--- src/rtl/pirq_pkg.sv ---
`timescale 1ns/1ps
package pirq_pkg;

    localparam int NUM_PIN = 4;
    localparam int FIELD_W = 4;
    localparam int NUM_REG = 3;
    localparam int CFG_AW  = 8;
    localparam int CFG_DW  = 8;

    typedef enum logic [1:0] {
        SEL_NONE,
        SEL_PA,
        SEL_PBC,
        SEL_PD
    } regsel_e;

    // Which routing byte (0 = base, 1 = base+1, 2 = base+2) holds a pin's field.
    function automatic int pin_reg(input int pin);
        case (pin)
            0:       return 0;
            1, 2:    return 1;
            default: return 2;
        endcase
    endfunction

    // Whether a pin's field is the upper nibble of its byte.
    function automatic bit pin_upper(input int pin);
        return (pin != 1);
    endfunction

endpackage

--- src/rtl/pirq_cfg_regs.sv ---
`timescale 1ns/1ps
module pirq_cfg_regs
    import pirq_pkg::*;
#(
    parameter logic [CFG_AW-1:0] CFG_BASE = 8'h55
) (
    input  logic                            clk,
    input  logic                            rst_n,
    input  logic                            cfg_we,
    input  logic [CFG_AW-1:0]               cfg_addr,
    input  logic [CFG_DW-1:0]               cfg_wdata,
    output logic [CFG_DW-1:0]               cfg_rdata,
    output logic [NUM_REG-1:0][CFG_DW-1:0]  route_q
);

    localparam logic [CFG_AW-1:0] ADDR_PA  = CFG_BASE;
    localparam logic [CFG_AW-1:0] ADDR_PBC = CFG_BASE + CFG_AW'(1);
    localparam logic [CFG_AW-1:0] ADDR_PD  = CFG_BASE + CFG_AW'(2);

    regsel_e sel;

    always_comb begin
        unique case (cfg_addr)
            ADDR_PA:  sel = SEL_PA;
            ADDR_PBC: sel = SEL_PBC;
            ADDR_PD:  sel = SEL_PD;
            default:  sel = SEL_NONE;
        endcase
    end

    always_ff @(posedge clk) begin
        if (!rst_n) begin
            route_q <= '0;
        end else if (cfg_we) begin
            unique case (sel)
                SEL_PA:   route_q[0] <= cfg_wdata;
                SEL_PBC:  route_q[1] <= cfg_wdata;
                SEL_PD:   route_q[2] <= cfg_wdata;
                SEL_NONE: ;
            endcase
        end
    end

    always_ff @(posedge clk) begin
        if (!rst_n) begin
            cfg_rdata <= '0;
        end else begin
            unique case (sel)
                SEL_PA:   cfg_rdata <= route_q[0];
                SEL_PBC:  cfg_rdata <= route_q[1];
                SEL_PD:   cfg_rdata <= route_q[2];
                SEL_NONE: cfg_rdata <= '0;
            endcase
        end
    end

endmodule

--- src/rtl/pirq_field_decode.sv ---
`timescale 1ns/1ps
module pirq_field_decode
    import pirq_pkg::*;
(
    input  logic [NUM_REG-1:0][CFG_DW-1:0]   route_q,
    output logic [NUM_PIN-1:0][FIELD_W-1:0]  target
);

    for (genvar p = 0; p < NUM_PIN; p++) begin : g_pin
        localparam int RIDX = pin_reg(p);
        if (pin_upper(p)) begin : g_hi
            assign target[p] = route_q[RIDX][CFG_DW-1 -: FIELD_W];
        end else begin : g_lo
            assign target[p] = route_q[RIDX][FIELD_W-1:0];
        end
    end

endmodule

--- src/rtl/pirq_level_merge.sv ---
`timescale 1ns/1ps
module pirq_level_merge
    import pirq_pkg::*;
#(
    parameter int NUM_IRQ = 16
) (
    input  logic                             clk,
    input  logic                             rst_n,
    input  logic [NUM_PIN-1:0]               pci_irq,
    input  logic [NUM_PIN-1:0][FIELD_W-1:0]  target,
    output logic [NUM_IRQ-1:0]               isa_irq
);

    logic [NUM_IRQ-1:0] level_d;

    // Line 0 means "not routed"; lines at or above NUM_IRQ never match.
    assign level_d[0] = 1'b0;

    for (genvar g = 1; g < NUM_IRQ; g++) begin : g_line
        always_comb begin
            level_d[g] = 1'b0;
            for (int p = 0; p < NUM_PIN; p++) begin
                if (pci_irq[p] && (32'(target[p]) == g)) begin
                    level_d[g] = 1'b1;
                end
            end
        end
    end

    always_ff @(posedge clk) begin
        if (!rst_n) begin
            isa_irq <= '0;
        end else begin
            isa_irq <= level_d;
        end
    end

endmodule

--- src/rtl/pirq_router.sv ---
`timescale 1ns/1ps
module pirq_router
    import pirq_pkg::*;
#(
    parameter int           NUM_IRQ  = 16,
    parameter logic [7:0]   CFG_BASE = 8'h55
) (
    input  logic                 clk,
    input  logic                 rst_n,
    input  logic                 cfg_we,
    input  logic [7:0]           cfg_addr,
    input  logic [7:0]           cfg_wdata,
    output logic [7:0]           cfg_rdata,
    input  logic [3:0]           pci_irq,
    output logic [NUM_IRQ-1:0]   isa_irq
);

    logic [NUM_REG-1:0][CFG_DW-1:0]  route_q;
    logic [NUM_PIN-1:0][FIELD_W-1:0] target;

    pirq_cfg_regs #(
        .CFG_BASE (CFG_BASE)
    ) u_regs (
        .clk       (clk),
        .rst_n     (rst_n),
        .cfg_we    (cfg_we),
        .cfg_addr  (cfg_addr),
        .cfg_wdata (cfg_wdata),
        .cfg_rdata (cfg_rdata),
        .route_q   (route_q)
    );

    pirq_field_decode u_decode (
        .route_q (route_q),
        .target  (target)
    );

    pirq_level_merge #(
        .NUM_IRQ (NUM_IRQ)
    ) u_merge (
        .clk     (clk),
        .rst_n   (rst_n),
        .pci_irq (pci_irq),
        .target  (target),
        .isa_irq (isa_irq)
    );

endmodule

--- config.mk ---
export PLATFORM = sky130hd
export DESIGN_NAME = pirq_router
export DESIGN_NICKNAME = d
export VERILOG_FILES = /design/src/rtl/pirq_pkg.sv /design/src/rtl/pirq_cfg_regs.sv /design/src/rtl/pirq_field_decode.sv /design/src/rtl/pirq_level_merge.sv /design/src/rtl/pirq_router.sv
export SDC_FILE = /design/constraint.sdc
export NUM_CORES = 1
export LEC_CHECK = 0
export ABC_AREA = 1
export ABC_CLOCK_PERIOD_IN_PS = 2700
export CORE_MARGIN = 2
export CORE_UTILIZATION = 38
export CTS_CLUSTER_DIAMETER = 30
export DETAILED_ROUTE_END_ITERATION = 16
export DONT_BUFFER_PORTS = 1
export PLACE_DENSITY = 0.51
export SLEW_MARGIN = 30
export SYNTH_ARGS = -nofsm -noshare
export SYNTH_HDL_FRONTEND = slang
export SYNTH_HIERARCHICAL = 1
export SYNTH_SLANG_ARGS = --single-unit
--- constraint.sdc ---
create_clock -name clk -period 2.7 [get_ports clk]
set_input_delay 0.27 -clock clk [delete_from_list [all_inputs] [get_ports clk]]
set_output_delay 0.27 -clock clk [all_outputs]
set_load 0.01 [all_outputs]
==> results of run 1 <==
registers in the layout (all words and copies together) (netlist names):
name / flops
u_merge/isa_irq: 15
u_regs/route_q: 24
u_regs/cfg_rdata: 8
placed cells by master, fill, tap and decap left out:
master / n
sky130_fd_sc_hd__nand2_2: 3
sky130_fd_sc_hd__clkinv_2: 1
sky130_fd_sc_hd__dfxtp_1: 47
sky130_fd_sc_hd__bufinv_16: 1
sky130_fd_sc_hd__inv_2: 2
sky130_fd_sc_hd__buf_4: 2
sky130_fd_sc_hd__inv_1: 34
sky130_fd_sc_hd__a21oi_1: 24
sky130_fd_sc_hd__conb_1: 1
sky130_fd_sc_hd__nor2_2: 5
sky130_fd_sc_hd__nand2_1: 111
sky130_fd_sc_hd__nor2_4: 1
sky130_fd_sc_hd__nand4_1: 24
sky130_fd_sc_hd__nand3_1: 63
sky130_fd_sc_hd__clkbuf_8: 5
sky130_fd_sc_hd__clkinv_4: 1
sky130_fd_sc_hd__nor2_1: 58
area by class of cell:
cell class	instances	area [um^2]	share of cell area [%]
inverters	36	135	5.22
clock buffers	5	68.8	2.66
clock inverters	3	43.8	1.69
flip-flops and latches	47	941	36.3
repair buffers	2	15.0	0.580
well taps	80	100	3.87
multi-input cells	290	1280	49.6
report_power, final:
| part | total, mW | internal, mW | switching (mW) |
|---|---|---|---|
| combinational | 0.0323 | 0.00590 | 0.0264 |
| sequential | 0.694 | 0.693 | 0.000645 |
| clock | 0.521 | 0.276 | 0.245 |
worst register-to-register path: cells and delay by family, from the launching register on:
| family | cells | cell delay (ns) |
|---|---|---|
| simple gates | 5 | 0.67 |
| buf+inv | 1 | 0.07 |
| flops | 1 | 0.47 |
worst min-delay path by stage:
stage	startpoint	to	cells after the start
2_1_floorplan	u_regs/route_q[0]	u_regs/route_q[0]	2
3_3_place_gp	rst_n	u_regs/cfg_rdata[7]	2
3_5_place_dp	rst_n	u_regs/cfg_rdata[3]	2
4_1_cts	rst_n	u_regs/cfg_rdata[3]	2
5_1_grt	rst_n	u_regs/cfg_rdata[4]	2
6_report	rst_n	u_regs/cfg_rdata[4]	2
cell families after synthesis:
group           count (synthesis)  share of synthesized area (%)
compound gates                 24                           4.60
buf+inv                        71                           14.8
flops                          47                           36.0
other cells                     1                          0.143
simple gates                  265                           44.4
stage by stage:
step / setup slack, ns / cell area (um^2) / std cells
2_1_floorplan: 1.59 / 2610 / 408
3_3_place_gp: 1.09 / 2480 / 455
3_5_place_dp: 1.10 / 2480 / 455
4_1_cts: 1.40 / 2590 / 463
5_1_grt: 1.18 / 2590 / 463
6_report: 1.39 / 2590 / 463
per-layer routing:
| metal | vias up | wire [um] | GRT usage [%] |
|---|---|---|---|
| met5 | - | 0 | 0 |
| met4 | 0 | 102 | 5.68 |
| met3 | 8 | 352 | 3.98 |
| met2 | 63 | 3330 | 32.3 |
| met1 | 1057 | 3080 | 24.2 |
| li1 | 1242 | - | - |
==> impl_metrics.tcl, run 1 <==
set metrics [dict create \
    io_buffer_count 0 \
    period_share_pct 48.7 \
    slowest_delay_ns 0.40 \
    overflow 0 \
    grt_start_max_net_pins 28 \
    cts_resized 0 \
    crit_slowest_cell "sky130_fd_sc_hd__nand3_1" \
    final_period_minus_worst_setup_slack_ns 1.31 \
    synth.cell_area_um2 2610 \
    hold_buffers 0 \
    critical_path.endpoint_type "flip-flop" \
    drive_above_1_share_pct 5.48 \
    syn_to_final_growth_pct -0.958 \
    die_area_um2 7560 \
    synthesized_area_divided_by_synthesized_cell_count_um2 6.41 \
    antenna_cells_inserted 0 \
    power.density_cell_area_nw_per_um2 482 \
    postRouteAntennaNets 0 \
    die_height_um 86.9 \
    cts.reportedPaths.clkPinSlew_ns 0.10 \
    ioPinCount 47 \
    synth_enable_flop_cells 0 \
    drt_pre_antenna_iters 4 \
    num-fill-cells 760 \
    chipWidth_um 86.9 \
    totalWireLength_mm 6.86 \
    routed-via-count 2370 \
    core-area_um2 6720 \
    timing.slew.headroom_pct 46.5 \
    finalHoldWorstSlack_ns 0.0618 \
    critical_path.startpoint_type "input pin" \
    tritoncts "yes" \
    routedWlPerCell_um 14.8 \
    number_of_rows_created_at_floorplan 30 \
    rsz_0062_raised_after_global_routing "no" \
    run_status "finished, final reports clean" \
    grt_antenna_before_repair 0 \
    ctsHtreeMaxLevel 2 \
    crit_buf_inv 1 \
    post_synth_main_area_contributors "sky130_fd_sc_hd__dfxtp_1, sky130_fd_sc_hd__nand2_1, sky130_fd_sc_hd__nand3_1, sky130_fd_sc_hd__nor2_1, sky130_fd_sc_hd__buf_4" \
    synth_sequential_area_ratio_pct 36.0 \
    totalNegativeSetupSlack_ns 0 \
    design.final.nets 405 \
    setup_crit_end "u_regs/route_q[4]" \
    commonest_cells_post_synth "sky130_fd_sc_hd__nand2_1, sky130_fd_sc_hd__nand3_1, sky130_fd_sc_hd__nor2_1" \
    synth_ff_type "sky130_fd_sc_hd__dfxtp_1" \
    totalPowerFinal_mw 1.25 \
    syn-instance-count 408 \
    route.detailed.vias_per_inst 5.12 \
    dp_hpwl_mm 5.11 \
    worst-r2r-setup-slack_ns 1.42 \
    tightestPinTransition_ns 0.800 \
    globalRouteTotalUtil_pct 19.0 \
    p_leak_nw 1.16 \
    yosys_warnings 6 \
    worst-setup-path-type "input pin to flip-flop" \
    place_congestion 0.844 \
    hp-class "input pin to flip-flop" \
    timing.rr.start "u_regs/route_q[12]" \
    timing.critical_path.required_ns 2.85 \
    grt_first_pass_wirelength_mm 11.2 \
    skew_ns 0.0117 \
    hold_violations 0 \
    post-cts-setup-buffers 0 \
    cts-buffers-inserted 5 \
    cts_buffer_depth 2 \
    reg2regPathDepth 6 \
    max_freq_ghz 0.761 \
    critical_path_arrival_ns 1.46 \
    synth_area_leader_cell "sky130_fd_sc_hd__dfxtp_1" \
    netlist-cell-type-count 17 \
    cts.sinks 47 \
    setup_viol 0 \
    initial_utilization_pct 38.9 \
    drc 0 \
    worst_path_max_fanout 17 \
    crit_path_cell_trace "inv_1 > nand2_1 > nor2_4 > nand3_1 > nand2_1 > a21oi_1" \
    synthDominantCellAreaShare_pct 36.0 \
    r2r-end "u_merge/isa_irq[1]" \
    crit_path_frequent_cell "sky130_fd_sc_hd__nand2_1" \
    synth_most_common_cell "sky130_fd_sc_hd__nand2_1" \
    root_buffer "sky130_fd_sc_hd__clkbuf_8" \
    worst-path-stages 6 \
    first_global_vias 2251 \
    ys_seq_elements 47 \
    kind_of_cell_adding_the_most_delay_to_the_critical_path "simple AND/OR/NAND/NOR gates" \
    drt_iter0_markers 99 \
    clock_insertion_delay_worst_skew_ns 0.30 \
    utilization_pct 38.5 \
    async_flop_share_pct 0 \
    synth.net_count 431 \
    max_cap_viol_count 0 \
    vdd_drop_max_v 0.000203 \
    report.final.slew_viol_count 0 \
    crit_start "cfg_addr[3]" \
]
(Power assumes the default switching activity.)
==> run 2: changes to the inputs <==
ABC_AREA = 0   (was 1)
ABC_CLOCK_PERIOD_IN_PS = 1100   (was 2700)
PLACE_DENSITY = 0.53   (was 0.51)
clock period = 1.1 ns   (was 2.7 ns; I/O delays follow)
==> run 2 against run 1 <==
Against the previous run:
- global-route usage is 1.8 points lower
- count of clock-buffer cells in the layout unchanged
- routed wire length fell by 20%
- sequential power is 140% higher
- non-clock buffer count increased by 11
- highest routed layer unchanged
- synthesized area decreased by 13%
- utilization up 4.8 points
- via count down 28%
- clock skew down 0.0045 ns
- largest cell class unchanged
- synthesized cell count decreased by 41%
- the flow now finishes with violations (negative hold slack, negative setup slack)
- die area decreased by 12%
- largest power group unchanged
==> impl_metrics.tcl, run 2 <==
set metrics [dict create \
    route.met2.wl_mm 2.52 \
    max_freq_ghz 0.862 \
    timing.critical_path.required_ns 1.34 \
    worst-setup-path-type "flip-flop to flip-flop" \
    final_period_minus_worst_setup_slack_ns 1.16 \
    num-fill-cells 576 \
    synth_area_leader_cell "sky130_fd_sc_hd__dfxtp_1" \
    utilization_pct 43.4 \
    grt_antenna_before_repair 0 \
    synth_most_common_cell "sky130_fd_sc_hd__dfxtp_1" \
    synthDominantCellAreaShare_pct 41.4 \
    cts-buffers-inserted 5 \
    route.met3.wl_um 356 \
    yosys_warnings 6 \
    drt_iter0_markers 149 \
    grt_start_max_net_pins 49 \
    globalRouteTotalUtil_pct 17.2 \
    design.final.nets 257 \
    cts_buffer_depth 2 \
    syn-instance-count 239 \
    vdd_drop_max_v 0.000940 \
    skew_ns 0.00715 \
    route.detailed.vias_per_inst 5.52 \
    synth.net_count 262 \
    regMostFlops "u_regs/route_q" \
    number_of_rows_created_at_floorplan 28 \
    p_leak_nw 1.02 \
    worst_path_max_fanout 5 \
    drive_above_1_share_pct 31.5 \
    ioPinCount 47 \
    period_share_pct 105 \
    commonest_cells_post_synth "sky130_fd_sc_hd__dfxtp_1, sky130_fd_sc_hd__nand2_1, sky130_fd_sc_hd__o22ai_1" \
    layout.cells.most_common_list "sky130_fd_sc_hd__nand2_1, sky130_fd_sc_hd__dfxtp_1, sky130_fd_sc_hd__mux2i_1, sky130_fd_sc_hd__o22ai_1" \
    critical_path.endpoint_type "flip-flop" \
    critical_path_arrival_ns 1.40 \
    power.density_cell_area_nw_per_um2 1210 \
    ctsHtreeMaxLevel 2 \
    register_area_um2 963 \
    clock_insertion_delay_worst_skew_ns 0.30 \
    async_flop_share_pct 0 \
    cts.sinks 47 \
    hold_violations 39 \
    synth_ff_type "sky130_fd_sc_hd__dfxtp_1" \
    cts.reportedPaths.clkPinSlew_ns 0.09 \
    initial_utilization_pct 38.9 \
    netlist-cell-type-count 23 \
    antenna_cells_inserted 0 \
    io_buffer_count 0 \
    tritoncts "yes" \
    area_of_the_multi_input_gates_um2 1260 \
    die_area_um2 6620 \
    synth_sequential_area_ratio_pct 41.4 \
    post_synth_main_area_contributors "sky130_fd_sc_hd__dfxtp_1, sky130_fd_sc_hd__mux2i_1, sky130_fd_sc_hd__o22ai_1, sky130_fd_sc_hd__nand2_1, sky130_fd_sc_hd__buf_4" \
    critical_path.startpoint_type "flip-flop" \
    totalWireLength_mm 5.49 \
    die_height_um 81.3 \
    drt_pre_antenna_iters 4 \
    routed-via-count 1710 \
    hold_buffers 1 \
    setup_viol 3 \
    failing_checks "negative hold slack, negative setup slack" \
    totalPowerFinal_mw 3.07 \
    hp-class "input pin to flip-flop" \
    reg_top3 "u_regs/route_q (24), u_merge/isa_irq (15), u_regs/cfg_rdata (8)" \
    first_global_vias 1617 \
    overflow 0 \
    routedWlPerCell_um 17.7 \
    fin_ws_ns -0.0597 \
    finalHoldWorstSlack_ns -0.0658 \
    largest_register_ff_count 24 \
    drc 0 \
    ys_seq_elements 47 \
    core-area_um2 5850 \
    postRouteAntennaNets 0 \
    max_cap_viol_count 0 \
    rsz_0062_raised_after_global_routing "yes" \
    synth_enable_flop_cells 0 \
    root_buffer "sky130_fd_sc_hd__clkbuf_8" \
    maxUsedRoutingLayer "met4" \
    wl_met1_mm 2.49 \
    report.final.slew_viol_count 0 \
    dp_hpwl_mm 3.81 \
    layout.cells.most_common "sky130_fd_sc_hd__nand2_1" \
    synthesized_area_divided_by_synthesized_cell_count_um2 9.51 \
    totalNegativeSetupSlack_ns -0.117 \
    chipWidth_um 81.3 \
    run_status "finished, violations left" \
    syn_to_final_growth_pct 11.6 \
    place_congestion 0.948 \
    synth.cell_area_um2 2270 \
    grt_first_pass_wirelength_mm 8.47 \
]
run 2: cell types whose count changed in the layout (fill, tap and decap cells not counted), moves of 24 or more:
cell | previous run | this run
sky130_fd_sc_hd__a21oi_1 | 24 | 0
sky130_fd_sc_hd__inv_1 | 34 | 0
sky130_fd_sc_hd__mux2i_1 | 0 | 24
sky130_fd_sc_hd__nand2_1 | 111 | 36
sky130_fd_sc_hd__nand3_1 | 63 | 5
sky130_fd_sc_hd__nand4_1 | 24 | 0
sky130_fd_sc_hd__nor2_1 | 58 | 8
run 2: stage by stage:
| stage | cell area, um^2 | cells | hold slack [ns] | setup slack (ns) |
|---|---|---|---|---|
| 2_1_floorplan | 2300 | 239 | 0.228 | -0.0328 |
| 3_3_place_gp | 2280 | 299 | 0.235 | -0.0430 |
| 3_5_place_dp | 2280 | 299 | 0.239 | -0.0340 |
| 4_1_cts | 2480 | 310 | -0.0779 | -0.0197 |
| 5_1_grt | 2540 | 310 | -0.0844 | -0.0738 |
| 6_report | 2540 | 310 | -0.0658 | -0.0597 |
run 2: routing by layer:
layer,vias to the layer above,global-route usage (%)
met1,794,22.4
met2,70,26.2
li1,834,-
met4,0,6.27
met5,-,0
met3,12,5.89
run 2: where the power goes:
| part | switching (mW) | total [mW] | internal [mW] | leakage (nW) |
|---|---|---|---|---|
| clock network | 0.598 | 1.28 | 0.677 | 0.0581 |
| registers | 0.00135 | 1.70 | 1.70 | 0.387 |
| logic | 0.0540 | 0.0966 | 0.0426 | 0.574 |
| total | 0.653 | 3.07 | 2.42 | 1.02 |
run 2: cells by family after synthesis:
group,Yosys count,share of synthesized area (%)
muxes,32,14.5
other,1,0.165
AOI/OAI and AO/OA,53,15.9
and+or+nand+nor,81,20.6
DFF,47,41.4
buffers and inverters,25,7.43
run 2: path summary, 6_finish.rpt:
path | start | end | slack, ns | depth (start not counted)
worst min register to register | u_regs/route_q[3] | u_regs/route_q[3] | 0.46 | 2
worst min-delay path | rst_n | u_merge/isa_irq[8] | -0.07 | 1
worst max-delay path | u_regs/route_q[10] | u_merge/isa_irq[2] | -0.06 | 3
worst max register to register | u_regs/route_q[10] | u_merge/isa_irq[2] | -0.06 | 3
run 2: final cells by class:
type	count	share of cell area, %
clock buffers	5	2.71
clock inverters	3	1.73
multi-input cells	167	49.7
flip-flops and latches	47	38.0
well taps	75	3.70
repair buffers	13	4.24
run 2: timing repair:
action | 4_1_cts | 5_1_grt
setup buffers | 2 | 0
pin swaps | 7 | 5
endpoints found under the setup margin | 5 | 15
endpoints found under the hold margin | 47 | 39
resized for setup | 15 | 23
run 2: critical path, cell delays in order (launching register included):
cell,delay [ns]
sky130_fd_sc_hd__dfxtp_2,0.35
sky130_fd_sc_hd__or3b_4,0.44
sky130_fd_sc_hd__o22ai_2,0.18
sky130_fd_sc_hd__o21a_1,0.14
